## src/rtl/i2s_rx_pkg.sv

```systemverilog
package i2s_rx_pkg;
  parameter int unsigned PKT_W = 16;
  localparam int unsigned CNT_W = $clog2(PKT_W);

  typedef struct packed {
    logic             side;
    logic [PKT_W-1:0] data;
  } pkt_t;
endpackage

```

## src/rtl/i2s_rx_sync.sv

```systemverilog
module i2s_rx_sync #(
  parameter int unsigned W      = 3,
  parameter int unsigned STAGES = 2
) (
  input  logic         clk_i,
  input  logic         rst_ni,
  input  logic [W-1:0] d_i,
  output logic [W-1:0] q_o
);
  logic [STAGES-1:0][W-1:0] stg_q;

  always_ff @(posedge clk_i or negedge rst_ni) begin
    if (!rst_ni) begin
      stg_q <= '0;
    end else begin
      stg_q[0] <= d_i;
      for (int i = 1; i < STAGES; i++) stg_q[i] <= stg_q[i-1];
    end
  end

  assign q_o = stg_q[STAGES-1];
endmodule

```

## src/rtl/i2s_rx_deser.sv

```systemverilog
module i2s_rx_deser
  import i2s_rx_pkg::*;
(
  input  logic clk_i,
  input  logic rst_ni,
  input  logic en_i,
  input  logic sck_i,
  input  logic ws_i,
  input  logic sd_i,
  output logic pkt_valid_o,
  output pkt_t pkt_o,
  output logic busy_o
);
  localparam logic [CNT_W-1:0] CNT_LAST = CNT_W'(PKT_W - 1);

  logic             sck_q, ws_last_q, active_q, in_word_q, side_q, busy_q, pkt_valid_q;
  logic [CNT_W-1:0] cnt_q;
  logic [PKT_W-2:0] sr_q;
  pkt_t             pkt_q;
  logic             rise, emit, stop;

  assign rise = sck_i & ~sck_q;
  assign emit = active_q & rise & in_word_q & (cnt_q == CNT_LAST);
  // finish the half-word in flight before going idle
  assign stop = active_q & ~en_i & (emit | (cnt_q == '0));

  always_ff @(posedge clk_i or negedge rst_ni) begin
    if (!rst_ni) begin
      sck_q       <= 1'b0;
      ws_last_q   <= 1'b0;
      active_q    <= 1'b0;
      in_word_q   <= 1'b0;
      side_q      <= 1'b0;
      busy_q      <= 1'b0;
      pkt_valid_q <= 1'b0;
      cnt_q       <= '0;
      sr_q        <= '0;
      pkt_q       <= '0;
    end else begin
      sck_q       <= sck_i;
      pkt_valid_q <= 1'b0;
      if (rise) ws_last_q <= ws_i;
      if (en_i && !active_q) active_q <= 1'b1;
      if (active_q && rise) begin
        busy_q <= 1'b1;
        if (in_word_q) begin
          sr_q <= {sr_q[PKT_W-3:0], sd_i};
          if (cnt_q == CNT_LAST) begin
            pkt_valid_q <= 1'b1;
            pkt_q.side  <= side_q;
            pkt_q.data  <= {sr_q, sd_i};
            cnt_q       <= '0;
            busy_q      <= 1'b0;
          end else begin
            cnt_q <= cnt_q + CNT_W'(1);
          end
        end
        // edge that reveals a ws change carries the previous word's LSB
        if (ws_i != ws_last_q) begin
          in_word_q <= 1'b1;
          side_q    <= ws_i;
          cnt_q     <= '0;
        end
      end
      if (stop) begin
        active_q  <= 1'b0;
        in_word_q <= 1'b0;
        cnt_q     <= '0;
        busy_q    <= 1'b0;
      end
    end
  end

  assign pkt_valid_o = pkt_valid_q;
  assign pkt_o       = pkt_q;
  assign busy_o      = busy_q;

  assert_pkt_pulse_R2: assert property (@(posedge clk_i) disable iff (!rst_ni)
    pkt_valid_q |=> !pkt_valid_q);
  assert_busy_drop_R10: assert property (@(posedge clk_i) disable iff (!rst_ni)
    pkt_valid_q |-> !busy_q);
  assert_idle_not_busy_R10: assert property (@(posedge clk_i) disable iff (!rst_ni)
    !active_q |-> !busy_q);
  assert_no_pkt_when_off_R9: assert property (@(posedge clk_i) disable iff (!rst_ni)
    (!active_q && !$past(active_q)) |-> !pkt_valid_q);
endmodule

```

## src/rtl/i2s_rx_buf.sv

```systemverilog
module i2s_rx_buf
  import i2s_rx_pkg::*;
(
  input  logic             clk_i,
  input  logic             rst_ni,
  input  logic             pkt_valid_i,
  input  pkt_t             pkt_i,
  input  logic             rd_data_i,
  input  logic             rd_stat_i,
  input  logic             full_ie_i,
  input  logic             err_ie_i,
  output logic [PKT_W-1:0] data_o,
  output logic             full_o,
  output logic             overrun_o,
  output logic             side_o,
  output logic             irq_data_o,
  output logic             irq_err_o
);
  logic [PKT_W-1:0] data_q;
  logic             full_q, side_q, ovr_q, armed_q;
  logic             load, lost;

  assign load = pkt_valid_i & (~full_q | rd_data_i);
  assign lost = pkt_valid_i & full_q & ~rd_data_i;

  always_ff @(posedge clk_i or negedge rst_ni) begin
    if (!rst_ni) begin
      data_q  <= '0;
      full_q  <= 1'b0;
      side_q  <= 1'b0;
      ovr_q   <= 1'b0;
      armed_q <= 1'b0;
    end else begin
      if (load) begin
        data_q <= pkt_i.data;
        side_q <= pkt_i.side;
        full_q <= 1'b1;
      end else if (rd_data_i) begin
        full_q <= 1'b0;
      end
      // overrun clears on data read then status read
      if (lost) begin
        ovr_q   <= 1'b1;
        armed_q <= 1'b0;
      end else if (rd_stat_i && armed_q) begin
        ovr_q   <= 1'b0;
        armed_q <= 1'b0;
      end else if (rd_data_i && ovr_q) begin
        armed_q <= 1'b1;
      end
    end
  end

  assign data_o     = data_q;
  assign full_o     = full_q;
  assign overrun_o  = ovr_q;
  assign side_o     = side_q;
  assign irq_data_o = full_q & full_ie_i;
  assign irq_err_o  = ovr_q & err_ie_i;

  assert_full_set_R5: assert property (@(posedge clk_i) disable iff (!rst_ni)
    pkt_valid_i |=> full_q);
  assert_read_clears_R5: assert property (@(posedge clk_i) disable iff (!rst_ni)
    (rd_data_i && !pkt_valid_i) |=> !full_q);
  assert_drop_keeps_R6: assert property (@(posedge clk_i) disable iff (!rst_ni)
    (pkt_valid_i && full_q && !rd_data_i) |=> (ovr_q && $stable(data_q) && $stable(side_q)));
  assert_same_cycle_R8: assert property (@(posedge clk_i) disable iff (!rst_ni)
    (pkt_valid_i && rd_data_i && !ovr_q) |=> (full_q && !ovr_q && data_q == $past(pkt_i.data)));
  assert_stat_alone_R7: assert property (@(posedge clk_i) disable iff (!rst_ni)
    (ovr_q && rd_stat_i && !armed_q) |=> ovr_q);
endmodule

```

## src/rtl/i2s_rx_flags.sv

```systemverilog
module i2s_rx_flags
  import i2s_rx_pkg::*;
#(
  parameter int unsigned SYNC_STAGES = 2
) (
  input  logic             clk_i,
  input  logic             rst_ni,
  input  logic             en_i,
  input  logic             full_ie_i,
  input  logic             err_ie_i,
  input  logic             rd_data_i,
  input  logic             rd_stat_i,
  input  logic             sck_i,
  input  logic             ws_i,
  input  logic             sd_i,
  output logic [PKT_W-1:0] data_o,
  output logic             full_o,
  output logic             overrun_o,
  output logic             side_o,
  output logic             busy_o,
  output logic             irq_data_o,
  output logic             irq_err_o
);
  logic [2:0] bus_s;
  logic       pkt_valid;
  pkt_t       pkt;

  i2s_rx_sync #(.W(3), .STAGES(SYNC_STAGES)) u_sync (
    .clk_i (clk_i),
    .rst_ni(rst_ni),
    .d_i   ({sck_i, ws_i, sd_i}),
    .q_o   (bus_s)
  );

  i2s_rx_deser u_deser (
    .clk_i      (clk_i),
    .rst_ni     (rst_ni),
    .en_i       (en_i),
    .sck_i      (bus_s[2]),
    .ws_i       (bus_s[1]),
    .sd_i       (bus_s[0]),
    .pkt_valid_o(pkt_valid),
    .pkt_o      (pkt),
    .busy_o     (busy_o)
  );

  i2s_rx_buf u_buf (
    .clk_i      (clk_i),
    .rst_ni     (rst_ni),
    .pkt_valid_i(pkt_valid),
    .pkt_i      (pkt),
    .rd_data_i  (rd_data_i),
    .rd_stat_i  (rd_stat_i),
    .full_ie_i  (full_ie_i),
    .err_ie_i   (err_ie_i),
    .data_o     (data_o),
    .full_o     (full_o),
    .overrun_o  (overrun_o),
    .side_o     (side_o),
    .irq_data_o (irq_data_o),
    .irq_err_o  (irq_err_o)
  );
endmodule

```

## config.mk

```make
export PLATFORM = sky130hd
export DESIGN_NAME = i2s_rx_flags
export DESIGN_NICKNAME = d
export VERILOG_FILES = /design/src/rtl/i2s_rx_pkg.sv /design/src/rtl/i2s_rx_sync.sv /design/src/rtl/i2s_rx_deser.sv /design/src/rtl/i2s_rx_buf.sv /design/src/rtl/i2s_rx_flags.sv
export SDC_FILE = /design/constraint.sdc
export NUM_CORES = 1
export LEC_CHECK = 0
export ABC_AREA = 0
export BUFFER_PORTS_ARGS = -buffer_cell sky130_fd_sc_hd__buf_4
export CAP_MARGIN = 25
export CELL_PAD_IN_SITES_DETAIL_PLACEMENT = 2
export CELL_PAD_IN_SITES_GLOBAL_PLACEMENT = 2
export CORE_ASPECT_RATIO = 1.75
export CORE_UTILIZATION = 37
export CTS_CLUSTER_DIAMETER = 60
export DETAILED_ROUTE_END_ITERATION = 10
export GPL_ROUTABILITY_DRIVEN = 0
export PLACE_DENSITY = 0.76
export SYNTH_ARGS = -nofsm -noshare
export SYNTH_HDL_FRONTEND = slang
export SYNTH_SLANG_ARGS = --single-unit
export TNS_END_PERCENT = 5
```

## constraint.sdc

```tcl
create_clock -name clk_i -period 1.8 [get_ports clk_i]
set_clock_uncertainty 0.05 [all_clocks]
set_input_delay 0 -clock clk_i [delete_from_list [all_inputs] [get_ports clk_i]]
set_output_delay 0 -clock clk_i [all_outputs]
set_load 0.01 [all_outputs]
```

**Word-level counts from Yosys, hierarchy flattened**

Cells that the tools add are included.

- Add/sub/neg operators: 1
- Multiply operators: 0
- Divide/modulo/power cells: 0
- $lt $le $gt $ge: 0
- Equality and inequality tests: 2
- Shift operators: 0
- Mux-type cells: 24
- Bitwise operators: 17
- Reductions and logical operators: 18

Operators with widths:

| kind | number |
|---|---|
| $mux W4 | 5 |
| $mux W1 | 19 |
| $and A1 B1 Y1 | 11 |
| $reduce_bool A2 Y1 | 5 |
| $reduce_and A2 Y1 | 4 |
| $reduce_bool A3 Y1 | 2 |
| $add A4 B1 Y4 const B | 1 |
| $eq A4 B4 Y1 const B | 1 |
| $logic_and A1 B1 Y1 | 4 |
| $logic_not A4 Y1 | 1 |
| $not A1 Y1 | 4 |
| $reduce_and A3 Y1 | 1 |
| $or A1 B1 Y1 | 2 |
| $logic_not A1 Y1 | 1 |
| $ne A1 B1 Y1 | 1 |

- Register bits after elaboration: 69
- Bits in latches: 0
- Memory bits (writable): 0
- Bits in read-only memories: 0
- Bits of input ports: 10
- Memories: 0

**Logic depth before layout (Yosys ltp)**

Gate-level depths: netlist (run 1).

- Depth in word-level cells: 9
- Mapped depth: 6

**Cells and area by module**

A second synthesis (run 1) with hierarchy kept.

- Cell total of the unflattened synthesis: 215
- Area, all modules: 2840.2 sq um

By module, submodules not included:

| module | instances | cells each | area each (sq um) | sequential area each (sq um) |
|---|---|---|---|---|
| i2s_rx_deser | 1 | 154 | 1831.8 | 1076.0 |
| i2s_rx_buf | 1 | 52 | 835.8 | 500.5 |
| i2s_rx_sync | 1 | 9 | 172.7 | 150.1 |

**Worst setup path after synthesis (run 1)**

OpenSTA, ideal clock, no wires.

- Path kind: register to register
- From: register u_deser.cnt_q[0]
- To: register u_deser.pkt_q (netlist bit u_deser.pkt_o[10])
- Data arrival time: 1563 ps
- Slack: 62 ps
- Cell stages (with the launch flop): 7
- Cells stage by stage: dfrtp_1 -> ha_1 -> and3_1 -> and2_4 -> buf_6 -> buf_12 -> mux2_4

- Cells in the longest elaborated chain, start to end: 2

Ends and longest elaborated chain:

| what | line | RTL |
|---|---|---|
| from (decl) | i2s_rx_deser.sv:17 | `logic [CNT_W-1:0] cnt_q;` |
| from (signal assigned) | i2s_rx_deser.sv:55 | `cnt_q <= cnt_q + CNT_W'(1);` |
| $eq A4 B4 Y1 | i2s_rx_deser.sv:48 | `if (cnt_q == CNT_LAST) begin` |
| $reduce_and A3 Y1 (no line) | n/a |  |
| to (decl) | i2s_rx_deser.sv:19 | `pkt_t pkt_q;` |

Every way passes these cells.
A chain may end at the register's enable or synchronous reset.

**Worst setup path after layout (run 1)**

- From: register u_deser.cnt_q[0]
- To: register u_deser.pkt_q (netlist bit u_deser.pkt_o[8])

The elaborated chain is that of the path after synthesis.

==> out/summary.md, run 1 <==
- **number of top-level design ports** 32
- **die span in y** 115.7 microns
- **outcome** finished clean
- **area occupied by multi-input gates** 944.7 sq um
- **type of the worst setup path** flip-flop to flip-flop
- **floorplan die area** 7750 sq um
- **final worst-path cycle share** 96.01%
- **setup repair after global routing missed its margin** no
- **estimated wirelength of the detail-placed design** 3764 microns
- **number of pins with negative max-slew slack in the final report** 0
- **distinct cell type count after synthesis** 34
- **instance area after placement** 3075 sq um
- **first-pass GRT wire length** 9390 microns
- **total power** 4555 uW
- **hold violation total from the final report** 0
- **initial cell density of the core** 38.07%
- **critical path fanouts, max** 6
- **WP data required** 1.96 ns
- **pin count of the biggest net entering global routing** 36
- **Power Density** 1297 nW/um^2
- **type of element launching the critical path** flip-flop
- **vias per std cell** 4.982
- **share of final-layout standard cells stronger than drive strength 1** 45.04%
- **Hold Slack** 0.1351 ns
- **standard-cell row count** 41
- **Mapped Avg Cell Area** 14.94 sq um
- **clock-pin slew on the worst setup and hold paths** 0.05 ns
- **antenna violations before repair** 0
- **highest attainable clock frequency** 578.7 MHz
- **root buf cell** sky130_fd_sc_hd__clkbuf_16
- **Synth area leaders** sky130_fd_sc_hd__dfrtp_1, sky130_fd_sc_hd__mux2_2, sky130_fd_sc_hd__mux2_4, sky130_fd_sc_hd__nand2_1, sky130_fd_sc_hd__ha_1
- **Worst Path Arrival** 1.89 ns
- **final core utilization** 48.90%
- **count of buffers from port buffering** 31
- **CTS tree** done
- **synthesis-to-layout area growth** 28.47%
- **via count of the first global-routing pass** 1818
- **max-cap check violation count** 0
- **Mapped Nets** 195
- **area taken by flip-flops and latches** 1727 sq um
- **netlist area before placement** 2734 sq um
- **Die W** 66.98 microns
- **overall overflow remaining after global route** 0
- **GR Util All Layers** 17.46%
- **total of fill cells in the finished design** 699
- **maximum level of the CTS H-tree** 3
- **maximum resistive drop on vdd** 0.0006378 V
- **via count** 1634
- **net count reported at finish** 250
- **area of the core** 7182 sq um
- **drt first-iter violations** 71
- **final setup violating endpoints** 0
- **TritonCTS Buffers** 9
- **Leakage Power** 0.001740 uW
- **post-synthesis sequential area ratio** 63.16%
- **post-route DRC violation count** 0
- **TritonCTS Sinks** 69
- **Relative slew margins** 68.96%
- **synthesis-stage register bit count** 69
- **Slew @ Worst Pin** 0.4656 ns
- **Inserted Diodes** 0
- **share of the synthesized area in the top cell type** 63.16%
- **Setup crit end kind** flip-flop
- **Min Clock Period, post-route** 1.728 ns
- **residual antenna-violating net count after detailed routing** 0
- **Routed WL per cell** 17.51 microns
- **gate count after technology mapping** 183
- **clock tree buffer depth** 2
- **top cell type by total area after synthesis** sky130_fd_sc_hd__dfrtp_1
- **fin area** 3512 sq um
- **final wirelength** 5743 microns
- **count of synthesis-stage warnings from yosys** 0
- **hold crit path type** input pin to asynchronous set/reset pin
- **least setup slack across all paths after layout** 0.07191 ns
- **pre-CTS WS** -0.02203 ns
- **DRT Pass-1 Iters** 3
- **clock latency reported for the late side of the worst-skew pair** 0.33 ns
[power breakdown]
part	switching [uW]	internal [uW]	total [uW]
logic	305	388	693
registers	262	1860	2120
clock network	599	1140	1740
[per-stage QoR]
| step | std cells | setup TNS (ns) |
|---|---|---|
| final | 328 | 0 |
| after global routing | 328 | 0 |
| after CTS | 328 | 0 |
| after detailed placement | 300 | -0.04019 |
| after global placement | 300 | 0 |
| after floorplan | 183 | 0 |
[layout make-up]
cell class | instances | area share [%]
clock inverter | 1 | 0.8550
multi-input combinational | 103 | 26.90
timing repair buffer | 50 | 11.97
sequential | 69 | 49.16
clock buffer | 14 | 7.517
tap | 86 | 3.064
inverter | 5 | 0.5344
[logic make-up after synthesis]
| group | Yosys count | share of synthesized area (%) |
|---|---|---|
| flip-flops | 69 | 63.16 |
| AND/OR/NAND/NOR | 31 | 6.042 |
| multiplexers | 50 | 21.69 |
| buffers and inverters | 11 | 2.746 |
| XOR/XNOR | 2 | 0.6408 |
| AO/OA/AOI/OAI | 18 | 4.806 |
| adder cells (fa/ha/maj) | 2 | 0.9152 |
[critical path, cell delays in order (launching register included)]
cell                      delay (ns)
sky130_fd_sc_hd__dfrtp_1        0.42
sky130_fd_sc_hd__ha_1           0.23
sky130_fd_sc_hd__and3_2         0.25
sky130_fd_sc_hd__and2_4         0.20
sky130_fd_sc_hd__buf_4          0.16
sky130_fd_sc_hd__mux2_4         0.29
[cells in the mapped netlist, drive strengths merged]
library cell  instances
buf                   5
o21ai                 4
xnor2                 1
o2111ai               2
nor3b                 1
dfrtp                69
nand3b                2
o21a                  1
ha                    2
a22o                  2
nor4                  1
xor2                  1
mux2                 50
inv                   5
clkbuf                1
and3                  1
nand2                11
nor2b                 1
o211a                 1
nor2                  5
a21oi                 5
a31oi                 1
o311ai                1
and2                  3
nor3                  1
and4b                 1
and3b                 1
nand2b                3
o211ai                1
[final timing paths]
path	start	end	slack [ns]	cells past startpoint
max in group asynchronous	rst_ni	u_buf.data_o[7]$_DFFE_PN0P_	1.01	3
setup / recovery	u_deser.cnt_q[0]$_DFFE_PN0P_	u_deser.pkt_o[8]$_DFFE_PN0P_	0.07	5
min in group clk_i	full_ie_i	irq_data_o	0.25	3
hold reg to reg	u_sync.stg_q[0]$_DFF_PN0_	u_sync.q_o[0]$_DFF_PN0_	0.31	0
setup reg to reg	u_deser.cnt_q[0]$_DFFE_PN0P_	u_deser.pkt_o[8]$_DFFE_PN0P_	0.07	5
hold / removal	rst_ni	u_buf.data_o[14]$_DFFE_PN0P_	0.14	2
[sequential cells by signal (all words and copies together) (netlist names), 3 cells and up]
register	cells
u_deser.pkt_o	17
u_deser.cnt_q	4
u_sync.stg_q	3
u_deser.sr_q	15
u_buf.data_o	16
u_sync.q_o	3
[repair_timing]
item,4_1_cts,5_1_grt
hold buffers,8,0
setup buffers,5,0
hold endpoints to repair,76,0
setup endpoints to repair,9,11
pin swaps,0,1
resized for setup,0,5
[routing by layer]
metal	track usage [%]	part of all wire [%]	vias up
li1	-	-	748
met5	0	0	-
met2	30.71	57	29
met3	5.610	3.2	7
met4	8.511	2.0	0
met1	18.24	37	850
[placed cells by master, fill, tap and decap left out, types with 2 or more instances in the layout]
| cell type | count |
|---|---|
| sky130_fd_sc_hd__dfrtp_1 | 69 |
| sky130_fd_sc_hd__mux2_2 | 42 |
| sky130_fd_sc_hd__buf_4 | 40 |
| sky130_fd_sc_hd__nand2_1 | 11 |
| sky130_fd_sc_hd__clkbuf_16 | 9 |
| sky130_fd_sc_hd__mux2_4 | 8 |
| sky130_fd_sc_hd__dlygate4sd3_1 | 8 |
| sky130_fd_sc_hd__inv_1 | 5 |
| sky130_fd_sc_hd__nor2_1 | 5 |
| sky130_fd_sc_hd__a21oi_1 | 4 |
| sky130_fd_sc_hd__nand2b_1 | 3 |
| sky130_fd_sc_hd__o21ai_0 | 3 |
| sky130_fd_sc_hd__clkbuf_1 | 3 |
| sky130_fd_sc_hd__and2_1 | 2 |
| sky130_fd_sc_hd__o2111ai_1 | 2 |
| sky130_fd_sc_hd__a22o_1 | 2 |
| sky130_fd_sc_hd__nand3b_1 | 2 |
| sky130_fd_sc_hd__ha_1 | 2 |
| sky130_fd_sc_hd__clkbuf_8 | 2 |
| sky130_fd_sc_hd__buf_12 | 2 |
(Power assumes the default switching activity.)
==> inputs of run 2 (changes only) <==
--- a/config.mk
+++ b/config.mk
@@ -5,17 +5,18 @@
 export SDC_FILE = /design/constraint.sdc
 export NUM_CORES = 1
 export LEC_CHECK = 0
-export ABC_AREA = 0
+export ABC_AREA = 1
 export BUFFER_PORTS_ARGS = -buffer_cell sky130_fd_sc_hd__buf_4
 export CAP_MARGIN = 25
 export CELL_PAD_IN_SITES_DETAIL_PLACEMENT = 2
 export CELL_PAD_IN_SITES_GLOBAL_PLACEMENT = 2
 export CORE_ASPECT_RATIO = 1.75
-export CORE_UTILIZATION = 37
+export CORE_UTILIZATION = 34
 export CTS_CLUSTER_DIAMETER = 60
 export DETAILED_ROUTE_END_ITERATION = 10
 export GPL_ROUTABILITY_DRIVEN = 0
 export PLACE_DENSITY = 0.76
+export SLEW_MARGIN = 0
 export SYNTH_ARGS = -nofsm -noshare
 export SYNTH_HDL_FRONTEND = slang
 export SYNTH_SLANG_ARGS = --single-unit
==> constraint.sdc (replaced) <==
create_clock -name clk_i -period 1.4 [get_ports clk_i]
set_clock_uncertainty 0.05 [all_clocks]
set_input_delay 0 -clock clk_i [delete_from_list [all_inputs] [get_ports clk_i]]
set_output_delay 0 -clock clk_i [all_outputs]
set_load 0.01 [all_outputs]
==> out/summary.md, run 2 <==
- **GR Util All Layers** 16.24%, was 17.46%
- **Min Clock Period, post-route** 1.356 ns, was 1.728 ns
- **first-pass GRT wire length** 10340 microns, was 9390 microns
- **standard-cell row count** 42, was 41
- **gate count after technology mapping** 248, was 183
- **Inserted Diodes** 0, unchanged
- **WP buf/inv** 2, was 1
- **number of top-level design ports** 32, unchanged
- **number of pins with negative max-slew slack in the final report** 0, unchanged
- **CTS tree** done, unchanged
- **pin count of the biggest net entering global routing** 31, was 36
- **non-filler instance count after layout** 393, was 328
- **worst stage delay on the critical path** 0.39 ns, was 0.42 ns
- **clock tree buffer depth** 2, unchanged
- **cell count of the worst reg-to-reg path** 9, was 5
- **share of total power in the clock network** 45.1%, was 38.2%
- **leading cell types in the layout, fill and taps excluded** sky130_fd_sc_hd__dfrtp_1, sky130_fd_sc_hd__nand2_1, sky130_fd_sc_hd__buf_4, was sky130_fd_sc_hd__dfrtp_1, sky130_fd_sc_hd__mux2_2, sky130_fd_sc_hd__buf_4
- **residual antenna-violating net count after detailed routing** 0, unchanged
- **post-synthesis sequential area ratio** 63.54%, was 63.16%
- **die span in y** 120.3 microns, was 115.7 microns
- **WP data required** 1.56 ns, was 1.96 ns
- **Relative slew margins** 73.41%, was 68.96%
- **Mapped Nets** 260, was 195
- **Leakage Power** 0.001733 uW, was 0.001740 uW
- **final setup violating endpoints** 0, unchanged
- **worst setup path endpoint** u_deser.cnt_q[3]$_DFFE_PN0P_, was u_deser.pkt_o[8]$_DFFE_PN0P_
- **Async S/R FF share, synth** 100.0%, unchanged
- **cell class contributing the biggest share of worst-path delay** simple AND/OR/NAND/NOR gates, unchanged
- **Setup crit end kind** flip-flop, unchanged
- **DRT Pass-1 Iters** 4, was 3
- **clock latency reported for the late side of the worst-skew pair** 0.32 ns, was 0.33 ns
- **count of synthesis-stage warnings from yosys** 0, unchanged
- **critical path depth in cells** 9, was 5
- **setup repair after global routing missed its margin** yes, was no
- **TritonCTS Buffers** 9, unchanged
- **distinct cell type count after synthesis** 26, was 34
- **switching power summed over all nets** 1051 uW, was 1166 uW
- **netlist area before placement** 2718 sq um, was 2734 sq um
- **most frequent cells after synthesis** sky130_fd_sc_hd__dfrtp_1, sky130_fd_sc_hd__nand2_1, sky130_fd_sc_hd__inv_1, sky130_fd_sc_hd__o21ai_0, sky130_fd_sc_hd__o21ai_1, was sky130_fd_sc_hd__dfrtp_1, sky130_fd_sc_hd__mux2_2, sky130_fd_sc_hd__nand2_1, sky130_fd_sc_hd__mux2_4
- **R2R setup slack** 0.04 ns, was 0.07 ns
- **hold violation total from the final report** 0, unchanged
- **Mapped Avg Cell Area** 10.96 sq um, was 14.94 sq um
- **Hold Slack** 0.09247 ns, was 0.1351 ns
- **final wirelength** 6031 microns, was 5743 microns
- **Routed WL per cell** 15.35 microns, was 17.51 microns
- **root buf cell** sky130_fd_sc_hd__clkbuf_16, unchanged
- **Slew @ Worst Pin** 0.3988 ns, was 0.4656 ns
- **master of the slowest instance on the critical path** sky130_fd_sc_hd__dfrtp_1, unchanged
- **Comb power frac** 8.2%, was 15.2%
- **maximum resistive drop on vdd** 0.0008203 V, was 0.0006378 V
- **initial cell density of the core** 35.42%, was 38.07%
- **antenna violations before repair** 0, unchanged
- **most common flop cell mapped by yosys** sky130_fd_sc_hd__dfrtp_1, unchanged
- **maximum level of the CTS H-tree** 3, unchanged
- **synthesis-stage register bit count** 69, unchanged
- **launching point of the worst reg2reg path** u_deser.cnt_q[0]$_DFFE_PN0P_, unchanged
- **critical path fanouts, max** 9, was 6
- **floorplan die area** 8368 sq um, was 7750 sq um
- **drt first-iter violations** 102, was 71
- **number of synthesized flops with an enable pin** 0, unchanged
- **final worst-path cycle share** 96.84%, was 96.01%
- **total power** 4580 uW, was 4555 uW
- **worst reg2reg endpoint** u_deser.cnt_q[3]$_DFFE_PN0P_, was u_deser.pkt_o[8]$_DFFE_PN0P_
- **share of the synthesized area in the top cell type** 63.54%, was 63.16%
- **estimated wirelength of the detail-placed design** 4137 microns, was 3764 microns
- **net count reported at finish** 312, was 250
- **post-route DRC violation count** 0, unchanged
- **Die W** 69.58 microns, was 66.98 microns
- **TritonCTS Sinks** 69, unchanged
- **cell total after placement** 369, was 300
- **proportion of total power due to net switching** 22.95%, was 25.59%
- **Power Density** 1313 nW/um^2, was 1297 nW/um^2
- **Internal Dissipation** 3529 uW, was 3390 uW
- **library cell with the highest instance count after synthesis** sky130_fd_sc_hd__dfrtp_1, unchanged
- **share of final-layout standard cells stronger than drive strength 1** 28.85%, was 45.04%
- **count of buffers from port buffering** 31, unchanged
- **max reg flops** 17, unchanged
- **cells along the critical path** buf_4 -> inv_2 -> ha_1 -> nand2_1 -> nand2_4 -> nand2_8 -> nand2_2 -> nand2_1 -> nand2_1, was ha_1 -> and3_2 -> and2_4 -> buf_4 -> mux2_4
- **type of the worst setup path** flip-flop to flip-flop, unchanged
- **via count** 1906, was 1634
- **hold crit path type** input pin to asynchronous set/reset pin, unchanged
- **vias per std cell** 4.850, was 4.982
- **commonest non-fill, non-tap cell in the layout** sky130_fd_sc_hd__dfrtp_1, unchanged
- **clock-pin slew on the worst setup and hold paths** 0.05 ns, about the same
- **sequential cell fraction of total power** 46.7%, was 46.6%
- **max-cap check violation count** 0, unchanged
- **total of fill cells in the finished design** 783, was 699
- **cell with the most instances on the worst path** sky130_fd_sc_hd__nand2_1
- **startpoint of the most critical setup path** u_deser.cnt_q[0]$_DFFE_PN0P_, unchanged
- **area of the core** 7672 sq um, was 7182 sq um
- **via count of the first global-routing pass** 2184, was 1818
- **Worst Path Arrival** 1.52 ns, was 1.89 ns
- **highest attainable clock frequency** 737.6 MHz, was 578.7 MHz
- **Synth area leaders** sky130_fd_sc_hd__dfrtp_1, sky130_fd_sc_hd__nand2_1, sky130_fd_sc_hd__mux2_2, sky130_fd_sc_hd__inv_1, sky130_fd_sc_hd__o21ai_0, was sky130_fd_sc_hd__dfrtp_1, sky130_fd_sc_hd__mux2_2, sky130_fd_sc_hd__mux2_4, sky130_fd_sc_hd__nand2_1, sky130_fd_sc_hd__ha_1
- **outcome** finished clean, unchanged
- **synthesis-to-layout area growth** 28.36%, was 28.47%
- **top cell type by total area after synthesis** sky130_fd_sc_hd__dfrtp_1, unchanged
- **type of element launching the critical path** flip-flop, unchanged
- **overall overflow remaining after global route** 0, unchanged
[run 2: final cells by class]
class,instances,area (sq um),share of cell area (%)
Clock buffer,15,267.8,7.676
Multi-Input combinational cell,141,859.6,24.64
Timing Repair Buffer,48,402.9,11.55
Clock inverter,1,5.005,0.1435
Tap cell,88,110.1,3.156
Sequential cell,69,1727,49.50
Inverter,31,116.4,3.336
[run 2: power groups by stage]
stage | combinational [uW] | clock (uW) | sequential [uW]
after floorplan | 183 | 0 | 2160
after global routing | 425 | 2210 | 2150
after detailed placement | 342 | 0 | 2170
after global placement | 327 | 0 | 2160
after CTS | 365 | 2130 | 2140
final | 376 | 2060 | 2140
[run 2: how the worst min path moves through the flow]
stage               cells past startpoint    from                            to
floorplan                               0  rst_ni     u_buf.armed_q$_DFFE_PN0P_
global placement                        1  rst_ni  u_deser.pkt_o[8]$_DFFE_PN0P_
detailed placement                      1  rst_ni   u_buf.data_o[6]$_DFFE_PN0P_
CTS                                     2  rst_ni   u_buf.data_o[6]$_DFFE_PN0P_
global route                            2  rst_ni   u_buf.data_o[6]$_DFFE_PN0P_
finish                                  2  rst_ni   u_buf.data_o[6]$_DFFE_PN0P_
[run 2: timing repair]
item,4_1_cts,5_1_grt
hold buffers,7,0
resized for setup,2,5
hold endpoints to repair,77,0
endpoints found under the setup margin,2,22
pin swaps,0,1
setup buffers,0,1
[run 2: per-stage QoR]
stage / setup WS (ns) / area (sq um) / setup TNS (ns) / util [%]
after floorplan: 0.1044 / 2718 / 0 / -
after global placement: 0.09423 / 3104 / 0 / 40.46
after detailed placement: 0.02176 / 3104 / 0 / 40.46
after CTS: 0.009643 / 3450 / 0 / 44.96
after global routing: -0.03485 / 3488 / -0.2302 / 45.47
final: 0.04431 / 3488 / 0 / 45.47
[run 2: kinds of logic (layout without fill, tap and decap cells)]
group | count (synthesis) | in the layout | share of synthesized area [%]
xor+xnor | 1 | 1 | 0.5987
flops | 69 | 69 | 63.54
simple gates | 82 | 82 | 14.64
compound gates | 40 | 40 | 7.597
mux | 16 | 16 | 6.630
buf+inv | 38 | 95 | 6.077
fa+ha+maj | 2 | 2 | 0.9207
[run 2: per-layer routing]
layer | vias up | wire, microns | GRT usage (%)
met5 | - | 0 | 0
met4 | 0 | 159 | 8.163
met3 | 14 | 153 | 3.500
met2 | 31 | 3432 | 29.73
met1 | 975 | 2285 | 17.28
li1 | 886 | - | -
==> inputs of run 3 (changes only) <==
--- a/config.mk
+++ b/config.mk
@@ -5,17 +5,17 @@
 export SDC_FILE = /design/constraint.sdc
 export NUM_CORES = 1
 export LEC_CHECK = 0
-export ABC_AREA = 1
+export ABC_AREA = 0
 export BUFFER_PORTS_ARGS = -buffer_cell sky130_fd_sc_hd__buf_4
 export CAP_MARGIN = 25
 export CELL_PAD_IN_SITES_DETAIL_PLACEMENT = 2
 export CELL_PAD_IN_SITES_GLOBAL_PLACEMENT = 2
 export CORE_ASPECT_RATIO = 1.75
-export CORE_UTILIZATION = 34
+export CORE_UTILIZATION = 37
 export CTS_CLUSTER_DIAMETER = 60
 export DETAILED_ROUTE_END_ITERATION = 10
 export GPL_ROUTABILITY_DRIVEN = 0
-export PLACE_DENSITY = 0.76
+export PLACE_DENSITY = 0.86
 export SLEW_MARGIN = 0
 export SYNTH_ARGS = -nofsm -noshare
 export SYNTH_HDL_FRONTEND = slang
==> out/summary.md, run 3 (synthesized netlist as in run 1, its figures left out) <==
- **outcome** complete, but fails checks, was finished clean
- **violations in the final reports** negative setup slack
- **root buf cell** sky130_fd_sc_hd__clkbuf_16, unchanged
- **GR Util All Layers** 20.71%, was 16.24%
- **post-route DRC violation count** 0, unchanged
- **leading cell types in the layout, fill and taps excluded** sky130_fd_sc_hd__dfrtp_1, sky130_fd_sc_hd__buf_4, sky130_fd_sc_hd__mux2_4, was sky130_fd_sc_hd__dfrtp_1, sky130_fd_sc_hd__nand2_1, sky130_fd_sc_hd__buf_4
- **pin count of the biggest net entering global routing** 46, was 31
- **clock tree buffer depth** 2, unchanged
- **setup repair after global routing missed its margin** yes, unchanged
- **Routed WL per cell** 21.65 microns, was 15.35 microns
- **via count** 1753, was 1906
- **die span in y** 115.7 microns, was 120.3 microns
- **hold violation total from the final report** 0, unchanged
- **estimated wirelength of the detail-placed design** 4254 microns, was 4137 microns
- **instance area after placement** 3228 sq um, was 3104 sq um
- **Comb power frac** 21.6%, was 8.2%
- **standard-cell row count** 41, was 42
- **Slew @ Worst Pin** 0.4339 ns, was 0.3988 ns
- **commonest non-fill, non-tap cell in the layout** sky130_fd_sc_hd__dfrtp_1, unchanged
- **TritonCTS Buffers** 9, unchanged
- **final setup violating endpoints** 40, was 0
- **Relative slew margins** 70.77%, was 73.41%
- **Worst Path Arrival** 1.86 ns, was 1.52 ns
- **vias per std cell** 5.037, was 4.850
- **hold crit path type** input pin to asynchronous set/reset pin, unchanged
- **DRT Pass-1 Iters** 4, unchanged
- **drt first-iter violations** 92, was 102
- **number of pins with negative max-slew slack in the final report** 0, unchanged
- **startpoint of the most critical setup path** u_deser.cnt_q[1]$_DFFE_PN0P_, was u_deser.cnt_q[0]$_DFFE_PN0P_
- **first-pass GRT wire length** 11130 microns, was 10340 microns
- **sequential cell fraction of total power** 42.8%, was 46.7%
- **proportion of total power due to net switching** 27.79%, was 22.95%
- **least setup slack across all paths after layout** -0.2777 ns, was 0.04431 ns
- **Die W** 66.98 microns, was 69.58 microns
- **WP data required** 1.58 ns, was 1.56 ns
- **share of total power in the clock network** 35.6%, was 45.1%
- **share of final-layout standard cells stronger than drive strength 1** 53.44%, was 28.85%
- **Setup crit end kind** flip-flop, unchanged
- **overall overflow remaining after global route** 0, unchanged
- **launching point of the worst reg2reg path** u_deser.cnt_q[1]$_DFFE_PN0P_, was u_deser.cnt_q[0]$_DFFE_PN0P_
- **count of buffers from port buffering** 31, unchanged
- **maximum level of the CTS H-tree** 3, unchanged
- **type of the worst setup path** flip-flop to flip-flop, unchanged
- **synthesis-to-layout area growth** 40.73%, was 28.36%
- **fin area** 3847 sq um, was 3488 sq um
- **R2R setup slack** -0.28 ns, was 0.04 ns
- **cell count of the worst reg-to-reg path** 7, was 9
- **final worst-path cycle share** 119.8%, was 96.84%
- **cells along the critical path** ha_4 -> and3_4 -> buf_6 -> a21oi_4 -> buf_4 -> o2111ai_1 -> o311ai_1, was buf_4 -> inv_2 -> ha_1 -> nand2_1 -> nand2_4 -> nand2_8 -> nand2_2 -> nand2_1 -> nand2_1
- **TritonCTS Sinks** 69, unchanged
- **total power** 6508 uW, was 4580 uW
- **residual antenna-violating net count after detailed routing** 0, unchanged
- **Min Clock Period, post-route** 1.678 ns, was 1.356 ns
- **Inserted Diodes** 0, unchanged
- **master of the slowest instance on the critical path** sky130_fd_sc_hd__dfrtp_1, unchanged
- **highest attainable clock frequency** 596.0 MHz, was 737.6 MHz
- **number of top-level design ports** 32, unchanged
- **type of element launching the critical path** flip-flop, unchanged
- **max-cap check violation count** 0, unchanged
- **Internal Dissipation** 4700 uW, was 3529 uW
- **Power Density** 1692 nW/um^2, was 1313 nW/um^2
- **initial cell density of the core** 38.07%, was 35.42%
- **worst stage delay on the critical path** 0.43 ns, was 0.39 ns
- **worst reg2reg endpoint** u_deser.cnt_q[2]$_DFFE_PN0P_, was u_deser.cnt_q[3]$_DFFE_PN0P_
- **maximum resistive drop on vdd** 0.001067 V, was 0.0008203 V
- **antenna violations before repair** 0, unchanged
- **floorplan die area** 7750 sq um, was 8368 sq um
- **clock-pin slew on the worst setup and hold paths** 0.06 ns, was 0.05 ns
- **worst setup path endpoint** u_deser.cnt_q[2]$_DFFE_PN0P_, was u_deser.cnt_q[3]$_DFFE_PN0P_
- **final wirelength** 7533 microns, was 6031 microns
- **CTS tree** done, unchanged
- **area of the core** 7182 sq um, was 7672 sq um
- **via count of the first global-routing pass** 1992, was 2184
- **switching power summed over all nets** 1809 uW, was 1051 uW
- **Leakage Power** 0.001900 uW, was 0.001733 uW
- **net count reported at finish** 270, was 312
- **clock latency reported for the late side of the worst-skew pair** 0.34 ns, was 0.32 ns
- **max reg flops** 17, unchanged
- **critical path fanouts, max** 6, was 9
## run 3: how the worst min path moves through the flow
stage	startpoint	end	cells past startpoint
floorplan	rst_ni	u_buf.armed_q$_DFFE_PN0P_	0
detailed placement	rst_ni	u_deser.sck_q$_DFF_PN0_	1
global placement	rst_ni	u_sync.stg_q[2]$_DFF_PN0_	1
global route	rst_ni	u_deser.cnt_q[2]$_DFFE_PN0P_	2
finish	rst_ni	u_deser.cnt_q[2]$_DFFE_PN0P_	2
CTS	rst_ni	u_deser.cnt_q[2]$_DFFE_PN0P_	2
## run 3: cell type report
cell class / count / area, sq um
fillers: 677 / 3334
clock inverters: 3 / 45.04
inverters: 5 / 18.77
clock buffers: 12 / 256.5
multi-input cells: 103 / 1057
flip-flops and latches: 69 / 1728
repair buffers: 70 / 634.4
well taps: 86 / 107.6
## run 3: routing by layer
metal	global-route usage, %	wire, microns
met5	0	0
met1	23.25	3005
met3	4.429	154
met4	9.362	134
met2	36.57	4238
## run 3: critical path, delay by kind of cell (launching register included)
kind	cells	cell delay, ns
compound gates	3	0.45
flops	1	0.43
buf+inv	2	0.27
fa+ha+maj	1	0.19
simple gates	1	0.18
## run 3: timing repair
action / CTS / global route
setup buffers: 3 / 6
gates resized for setup: 20 / 23
pin swaps: 6 / 4
setup endpoints to repair: 39 / 41
gates cloned: 1 / 0
endpoints found under the hold margin: 76 / 0
hold buffers: 8 / 0
## run 3: power by group through the flow
stage               Combinational, uW  Sequential, uW  Clock, uW
floorplan                         592            2630          0
global placement                  941            2700          0
CTS                              1160            2730       2360
finish                           1410            2790       2310
detailed placement               1030            2740          0
global route                     1510            2830       2440
## run 3: per-stage QoR
stage	setup WS (ns)	util (%)	setup TNS (ns)	hold WS, ns	std cells
floorplan	-0.2446	-	-5.050	-0.3456	183
global placement	-0.2065	44.95	-4.723	-0.1150	316
detailed placement	-0.3932	44.95	-6.928	-0.1177	316
CTS	-0.2622	51.72	-5.361	0.06805	342
global route	-0.3385	53.57	-7.843	0.1039	348
finish	-0.2777	53.57	-6.333	0.06881	348
